$ cat config.mk
export PLATFORM = sky130hd
export DESIGN_NAME = led_serializer
export DESIGN_NICKNAME = d
export VERILOG_FILES = /design/src/rtl/led_ser_pkg.sv /design/src/rtl/led_tick_gen.sv /design/src/rtl/led_stretch_cell.sv /design/src/rtl/led_frame_shifter.sv /design/src/rtl/led_serializer.sv
export SDC_FILE = /design/constraint.sdc
export NUM_CORES = 1
export LEC_CHECK = 0
export CORE_MARGIN = 8
export CORE_UTILIZATION = 45
export DETAILED_ROUTE_END_ITERATION = 8
export HOLD_SLACK_MARGIN = 0.1
export PLACE_DENSITY = 0.7
export SLEW_MARGIN = 20
export SYNTH_ARGS = -nofsm -noshare
export SYNTH_HDL_FRONTEND = slang
export SYNTH_SLANG_ARGS = --single-unit
export TNS_END_PERCENT = 10
$ cat constraint.sdc
create_clock -name clk -period 5.6 [get_ports clk]
set_clock_uncertainty 0.05 [all_clocks]
set_input_delay 0.56 -clock clk [delete_from_list [all_inputs] [get_ports clk]]
set_output_delay 0.56 -clock clk [all_outputs]
set_load 0.02 [all_outputs]
$ cat src/rtl/led_ser_pkg.sv
package led_ser_pkg;

    localparam int unsigned HOLD_W = 5;

    // Hold time in ticks for each stretch select value
    function automatic logic [HOLD_W-1:0] hold_ticks(input logic [1:0] sel);
        logic [HOLD_W-1:0] t;
        unique case (sel)
            2'd0:    t = HOLD_W'(3);
            2'd1:    t = HOLD_W'(6);
            2'd2:    t = HOLD_W'(10);
            default: t = HOLD_W'(20);
        endcase
        return t;
    endfunction

endpackage

$ cat src/rtl/led_tick_gen.sv
module led_tick_gen #(
    parameter int unsigned TICK_CYC = 16
) (
    input  logic clk,
    input  logic rst_n,
    output logic tick_o
);
    localparam int unsigned TW = (TICK_CYC > 1) ? $clog2(TICK_CYC) : 1;

    typedef struct packed {
        logic [TW-1:0] cnt;
        logic          tick;
    } tick_st_t;

    tick_st_t st_d, st_q;

    always_comb begin
        st_d = st_q;
        if (st_q.cnt == TW'(TICK_CYC - 1)) begin
            st_d.cnt  = '0;
            st_d.tick = 1'b1;
        end else begin
            st_d.cnt  = st_q.cnt + 1'b1;
            st_d.tick = 1'b0;
        end
    end

    always_ff @(posedge clk or negedge rst_n) begin
        if (!rst_n) st_q <= '0;
        else        st_q <= st_d;
    end

    assign tick_o = st_q.tick;
endmodule

$ cat src/rtl/led_stretch_cell.sv
module led_stretch_cell
    import led_ser_pkg::*;
(
    input  logic              clk,
    input  logic              rst_n,
    input  logic              evt_i,
    input  logic              en_i,
    input  logic              tick_i,
    input  logic [HOLD_W-1:0] hold_i,
    output logic              on_o
);
    typedef struct packed {
        logic [HOLD_W-1:0] cnt;
    } cell_st_t;

    cell_st_t st_d, st_q;

    always_comb begin
        st_d = st_q;
        if (!en_i)
            st_d.cnt = '0;
        else if (evt_i)
            st_d.cnt = hold_i;
        else if (tick_i && st_q.cnt != '0)
            st_d.cnt = st_q.cnt - 1'b1;
    end

    always_ff @(posedge clk or negedge rst_n) begin
        if (!rst_n) st_q <= '0;
        else        st_q <= st_d;
    end

    assign on_o = evt_i | (en_i && st_q.cnt != '0);
endmodule

$ cat src/rtl/led_frame_shifter.sv
module led_frame_shifter #(
    parameter int unsigned LED_N   = 8,
    parameter int unsigned CLK_DIV = 4
) (
    input  logic             clk,
    input  logic             rst_n,
    input  logic [LED_N-1:0] state_i,
    input  logic             invert_i,
    output logic             sclk_o,
    output logic             sdata_o,
    output logic             latch_o
);
    localparam int unsigned DIV_W = (CLK_DIV > 1) ? $clog2(CLK_DIV) : 1;
    localparam int unsigned SW    = $clog2(LED_N + 1);
    localparam logic [SW-1:0] LATCH_SLOT = SW'(LED_N);
    localparam logic [SW-1:0] LAST_DATA  = SW'(LED_N - 1);

    typedef struct packed {
        logic [DIV_W-1:0] div;
        logic             phase;
        logic [SW-1:0]    slot;
        logic [LED_N-1:0] snap;
        logic             sclk;
        logic             sdata;
        logic             latch;
    } shf_st_t;

    shf_st_t st_d, st_q;

    always_comb begin
        st_d = st_q;
        if (st_q.div == DIV_W'(CLK_DIV - 1)) begin
            st_d.div   = '0;
            st_d.phase = ~st_q.phase;
            if (st_q.phase) begin
                // falling edge of the internal LED clock: advance one slot
                if (st_q.slot == LATCH_SLOT) begin
                    st_d.slot  = '0;
                    st_d.snap  = state_i ^ {LED_N{invert_i}};
                    st_d.sdata = st_d.snap[LED_N-1];
                    st_d.latch = 1'b0;
                end else if (st_q.slot == LAST_DATA) begin
                    st_d.slot  = LATCH_SLOT;
                    st_d.sdata = 1'b0;
                    st_d.latch = 1'b1;
                end else begin
                    st_d.slot  = st_q.slot + 1'b1;
                    st_d.snap  = {st_q.snap[LED_N-2:0], 1'b0};
                    st_d.sdata = st_d.snap[LED_N-1];
                end
            end
        end else begin
            st_d.div = st_q.div + 1'b1;
        end
        st_d.sclk = st_d.phase & (st_d.slot != LATCH_SLOT);
    end

    always_ff @(posedge clk or negedge rst_n) begin
        if (!rst_n) begin
            st_q       <= '0;
            st_q.slot  <= LATCH_SLOT;
        end else begin
            st_q <= st_d;
        end
    end

    assign sclk_o  = st_q.sclk;
    assign sdata_o = st_q.sdata;
    assign latch_o = st_q.latch;
endmodule

$ cat src/rtl/led_serializer.sv
module led_serializer
    import led_ser_pkg::*;
#(
    parameter int unsigned LED_N    = 8,
    parameter int unsigned CLK_DIV  = 4,
    parameter int unsigned TICK_CYC = 16
) (
    input  logic             clk,
    input  logic             rst_n,
    input  logic [LED_N-1:0] led_evt,
    input  logic             stretch_en,
    input  logic [1:0]       stretch_sel,
    input  logic             invert,
    output logic             led_sclk,
    output logic             led_sdata,
    output logic             led_latch
);
    logic              tick;
    logic [HOLD_W-1:0] hold;
    logic [LED_N-1:0]  led_on;

    assign hold = hold_ticks(stretch_sel);

    led_tick_gen #(.TICK_CYC(TICK_CYC)) u_tick (
        .clk    (clk),
        .rst_n  (rst_n),
        .tick_o (tick)
    );

    for (genvar i = 0; i < LED_N; i++) begin : g_cell
        led_stretch_cell u_cell (
            .clk    (clk),
            .rst_n  (rst_n),
            .evt_i  (led_evt[i]),
            .en_i   (stretch_en),
            .tick_i (tick),
            .hold_i (hold),
            .on_o   (led_on[i])
        );
    end

    led_frame_shifter #(.LED_N(LED_N), .CLK_DIV(CLK_DIV)) u_shf (
        .clk      (clk),
        .rst_n    (rst_n),
        .state_i  (led_on),
        .invert_i (invert),
        .sclk_o   (led_sclk),
        .sdata_o  (led_sdata),
        .latch_o  (led_latch)
    );
endmodule

## Yosys cells after proc, flatten, opt, wreduce, memory -nomap -nowiden

Index checks and enable logic that the tools add are counted.
Widths: inputs -> output; s select.

| cells by class | value |
|---|---|
| bitwise logic cells | 11 |
| reductions and logical operators | 29 |
| mux-type cells | 35 |
| eq/ne operators | 16 |
| add/subtract/negate cells | 11 |

Operator list:

| operator | count |
|---|---|
| $mux 5 | 25 |
| $reduce_bool 5->1 | 8 |
| $sub 5x1->5 const B | 8 |
| $mux 12 | 2 |
| $ne 3x2->1 const B | 8 |
| $logic_and 1x1->1 | 16 |
| $pmux 5 s3 | 1 |
| $mux 13 | 1 |
| $add 4x1->4 const B | 2 |
| $eq 4x4->1 const B | 2 |
| $mux 8 | 1 |
| $or 1x1->1 | 8 |
| $xor 8x8->8 | 1 |
| $reduce_and 3->1 | 2 |
| $eq 2x2->1 const B | 2 |
| $eq 4x3->1 const B | 1 |
| $mux 2 | 2 |
| $mux 4 | 1 |
| $ne 4x4->1 const B | 1 |
| $add 2x1->2 const B | 1 |
| $eq 2x1->1 const B | 1 |
| $logic_not 2->1 | 1 |
| $mux 1 | 2 |
| $ne 2x1->1 const B | 1 |
| other kinds (4) | 4 |

| storage, ports and cells | value |
|---|---|
| word-level logic and storage cells | 119 |
| bits in registers | 63 |
| input port bits | 14 |

## Logic depth before layout (Yosys ltp)

| depth | value |
|---|---|
| word-level depth | 9 |
| gate-level depth with buffers | 7 |
| mapped depth without buffers | 6 |

## By module

From an unflattened synthesis, not the netlist that was laid out.

| second synthesis, totals | value |
|---|---|
| cell total of the unflattened synthesis | 422 |
| area, all modules | 3860.0 µm² |

Modules (own cells, without submodules):

| module | times used | cells an instance | area each (µm²) |
|---|---|---|---|
| led_stretch_cell | 8 | 39 | 346.6 |
| led_frame_shifter | 1 | 91 | 869.6 |
| led_tick_gen | 1 | 14 | 193.9 |
| led_serializer | 1 | 5 | 23.8 |

## Worst setup path before layout

No wires, ideal clock.

| path | value |
|---|---|
| path type | reg-to-reg |
| start point | reg g_cell[1].u_cell.st_q[0] (netlist bit) |
| end point | reg g_cell[1].u_cell.st_q[2] (netlist bit) |
| setup time | 0.120 ns |
| slack | 3.752 ns |
| stages on the path, launching flop included | 8 |
| path buffers | 1 |
| arrival | 1.678 ns |
| data required time | 5.430 ns |
| cells stage by stage | dfrtp_1 > inv_1 > ha_1 > or4b_1 > buf_2 > nor3b_1 > a211o_1 > and3_1 |

| between the ends | value |
|---|---|
| longest elaborated chain between the ends | 4 |
| elaborated cells on any way between the ends | 7 |

RTL lines:

| what | line | RTL |
|---|---|---|
| start: declaration | led_stretch_cell.sv:16 | `cell_st_t st_d, st_q;` |
| start signal: assignment | led_stretch_cell.sv:30 | `else st_q <= st_d;` |
| $sub 5x1->5 | led_stretch_cell.sv:25 | `st_d.cnt = st_q.cnt - 1'b1;` |
| $mux 5 | led_stretch_cell.sv:24 | `else if (tick_i && st_q.cnt != '0)` |
| $mux 5 | led_stretch_cell.sv:22 | `else if (evt_i)` |
| $mux 5 | led_stretch_cell.sv:20 | `if (!en_i)` |

Parallel ways exist; a longest one is shown, timed or not. The select of a mux whose other input is x is not followed.
A chain may end at the register's enable or synchronous reset.

## Worst setup path in the final report

| path | value |
|---|---|
| start point | in stretch_en |
| end point | reg g_cell[5].u_cell.st_q[2] (netlist bit) |

| between the ends | value |
|---|---|
| longest elaborated chain between the ends | 1 |
| elaborated cells on any way between the ends | 2 |

RTL lines:

| what | line | RTL |
|---|---|---|
| start: declaration | led_serializer.sv:11 | `input logic stretch_en,` |
| $ne 3x2->1 (no source line) or $mux 5 (tied branches) | -- |  |
| end signal: assignment | led_stretch_cell.sv:30 |  |
| end: declaration | led_stretch_cell.sv:16 |  |

Parallel ways exist; a longest one is shown, timed or not.

==> summary.log <==
qor: sta.worstMarginPinSlew 813 ps
qor: die.core_area 8050 um2
qor: sta.tns 0 ps
qor: clock_network.count_of_buffers_added_by_post_cts_timing_repair_for_setup 0
qor: worst_setup_path.crit_arrival 2210 ps
qor: global_route.via_count_of_the_first_global_routing_pass 2741
qor: global_route.grt_start_max_net_pins 63
qor: pwr.total_leakage_power 1.83 nW
qor: clock_network.number_of_cts_inserted_buffers 9
qor: sta.final_hold_violating_endpoints 0
qor: placement.detailedPlace.worstSlack 3200 ps
qor: detailed_routing.wl_per_cell 14.7 um
qor: worst_setup_path.crit_path_start stretch_en
qor: yosys.summed_instance_area_of_the_synthesized_netlist 3650 um2
qor: pwr.power_density 264 nW/um2
qor: placement.place.gp.congestion 0.770
qor: sta.max_freq 0.490 GHz
qor: clock_network.max-clock-path-buffers 2
qor: pwr.power.combinational.fraction 0.138
qor: clock_network.postCtsResizedCells 0
qor: yosys.ys_seq_area_frac 0.425
qor: detailed_routing.totalWireLength 7560 um
qor: clock_network.clock-sinks 62
qor: yosys.ys_warn_count 0
qor: pwr.total_power 1.07 mW
qor: worst_setup_path.worstPathCellList clkdlybuf4s50_1 > buf_4 > nand2b_1 > a21oi_2 > nor4b_1 > a211o_1
qor: global_route.grt_remaining_overflow 0
qor: detailed_routing.drc 0
qor: sta.final_max_slew_viol_count 0
qor: pwr.internal-power 0.787 mW
qor: worst_setup_path.worst-setup-path-type in -> reg
qor: placement.post-dp-hpwl 4940 um
qor: run.maxCapViolations 0
qor: worst_setup_path.end_kind flip-flop
qor: status.outcome complete, no violations
qor: final_layout.final_layout_size_suffix_gt1_frac 0.0732
qor: sta.post-route-worst-setup-slack 3560 ps
qor: detailed_routing.number_of_nets_with_antenna_violations_after_routing 0
qor: sta.rsz0062_at_grt false
qor: die.initial_standard_cell_utilization_of_the_core 0.454
qor: yosys.post_synth_num_cell_types 45
qor: final_layout.finalNetCount 432
qor: detailed_routing.route.detailed.vias_per_inst 5.55
qor: detailed_routing.first_iter_violations 127
qor: worst_setup_path.cpMaxStageDelayCell sky130_fd_sc_hd__clkdlybuf4s50_1
qor: yosys.synthesis.nets 432
qor: pwr.p_clk_frac 0.401
qor: clock_network.holdBufCountCts 0
qor: final_layout.p_r_area_growth_vs_syn 11.0%
qor: placement.io_buf_count 16
qor: die.floorplan.io_pins 17
qor: detailed_routing.dr_total_vias 2860
qor: yosys.synth_cells 405
qor: final_layout.layout_common_cells sky130_fd_sc_hd__nand2_1 (60), sky130_fd_sc_hd__dfrtp_1 (60), sky130_fd_sc_hd__a21oi_1 (30)
qor: sta.slew-limit-headroom 0.458
qor: global_route.global_route.usage.total 0.140
qor: pwr.max-vdd-ir-drop 121 uV
qor: sta.count_of_endpoints_failing_setup_in_the_final_report 0
qor: worst_setup_path.worstReg2RegStart g_cell[5].u_cell.st_q[0]$_DFFE_PN0P_
qor: clock_network.tritoncts done
qor: worst_setup_path.cp-start-kind primary input
qor: die.die_h 106 um
qor: die.core.rowCount 33
qor: yosys.synthArstFlopShare 1.00
qor: yosys.synth_edf_count 0
qor: hold_path.hp-class in -> async
qor: yosys.synth_top_flop_cell sky130_fd_sc_hd__dfrtp_1
qor: clock_network.clock_root_buffer sky130_fd_sc_hd__clkbuf_8
qor: global_route.initial_antenna_violation_count 0
qor: sta.final_period_minus_worst_setup_slack 2040 ps
qor: pwr.p_seq_frac 0.461
qor: die.dieArea 11300 um2
qor: yosys.syn_avg_cell_area 9.02 um2
qor: pwr.p_switching 0.282 mW
qor: pwr.sw_frac_of_total 0.264
qor: global_route.global_route_wire_length_before_repair 12800 um
qor: final_layout.antenna_cells 0
qor: detailed_routing.drt-pass1-iter-count 4
qor: yosys.ys_seq_elements 62
qor: worst_setup_path.critical_path.max_fanout 52
qor: die.die_width 106 um
qor: worst_setup_path.crit_path_max_incr_delay 450 ps
qor: worst_setup_path.critical_path_required 5770 ps
qor: sta.final_min_period_over_clock_period 0.364
qor: clock_network.htreeDepth 3
qor: clock_network.cts.reportedPaths.clkPinSlew 60 ps
qor: clock_network.worst_skew_pair.late_latency 340 ps
## metrics by stage
step | hold slack [ps] | area, um2 | util | std cells
floorplan | 214 | 3650 | - | 405
global placement | 365 | 3840 | 0.477 | 499
detailed placement | 379 | 3840 | 0.477 | 499
CTS | 361 | 4050 | 0.503 | 515
global route | 399 | 4060 | 0.504 | 515
finish | 325 | 4060 | 0.504 | 515
## routing by layer
layer | up-vias | GRT usage | wire (um)
li1 | 1427 | - | -
met1 | 1385 | 0.178 | 3680
met2 | 37 | 0.222 | 3490
met3 | 11 | 0.0260 | 226
met4 | 0 | 0.0754 | 163
met5 | - | 0 | 0
## cells by family after synthesis
logic type	after synthesis	share of synthesized area
AND/OR/NAND/NOR	144	0.208
XOR/XNOR	20	0.0479
buffers and inverters	53	0.0562
multiplexers	4	0.0116
flip-flops	62	0.425
adder cells (fa/ha/maj)	13	0.0445
AO/OA/AOI/OAI	109	0.207
## critical path: cells and delay by family
family                 cells  cell delay (ps)
AOI/OAI and AO/OA          2              520
buffers and inverters      2              840
and+or+nand+nor            2              270
## registers in the layout, summed over array words and instances (netlist names)
register and count:
u_shf.sclk_o 1, u_shf.st_q 14, u_shf.latch_o 1, u_tick.st_q 4, u_shf.sdata_o 1, u_tick.tick_o 1, g_cell.u_cell.st_q 40
## synthesized netlist by cell type, types with 10 or more instances
master	number	area (um2)
sky130_fd_sc_hd__dfrtp_1	61	1530
sky130_fd_sc_hd__nand2_1	60	225
sky130_fd_sc_hd__a21oi_1	30	150
sky130_fd_sc_hd__inv_1	24	90.1
sky130_fd_sc_hd__o21ai_0	23	115
sky130_fd_sc_hd__clkbuf_1	22	82.6
sky130_fd_sc_hd__xnor2_1	14	123
sky130_fd_sc_hd__ha_1	13	163
sky130_fd_sc_hd__nand3_1	11	55.1
sky130_fd_sc_hd__and3_1	10	62.6
sky130_fd_sc_hd__nor2_1	10	37.5
sky130_fd_sc_hd__o211a_1	10	100
## worst paths after layout
kind | end | slack (ps) | cells after the start
max | g_cell[5].u_cell.st_q[2]$_DFFE_PN0P_ | 3560 | 6
min | g_cell[6].u_cell.st_q[3]$_DFFE_PN0P_ | 320 | 2
max reg2reg | g_cell[5].u_cell.st_q[2]$_DFFE_PN0P_ | 3600 | 6
min reg2reg | u_shf.st_q[16]$_DFF_PN0_ | 380 | 1
max in group asynchronous | u_tick.tick_o$_DFF_PN0_ | 4570 | 2
min in group clk | u_shf.st_q[16]$_DFF_PN0_ | 380 | 1
## power by group through the flow
stage / Combinational [mW] / Clock (mW) / Sequential (mW)
after global placement: 0.145 / 0 / 0.500
final: 0.148 / 0.429 / 0.493
after floorplan: 0.110 / 0 / 0.496
after detailed placement: 0.148 / 0 / 0.501
after CTS: 0.149 / 0.437 / 0.493
after global routing: 0.169 / 0.462 / 0.496
## final cells by class
type | instances | area (um2)
tap | 105 | 131
sequential | 62 | 1550
inverter | 24 | 90.1
clock buffer | 10 | 128
fill | 756 | 4000
timing repair buffer | 18 | 170
multi-input combinational | 290 | 1900
clock inverter | 6 | 86.3
Note: power is estimated with default switching activity, not from simulation.
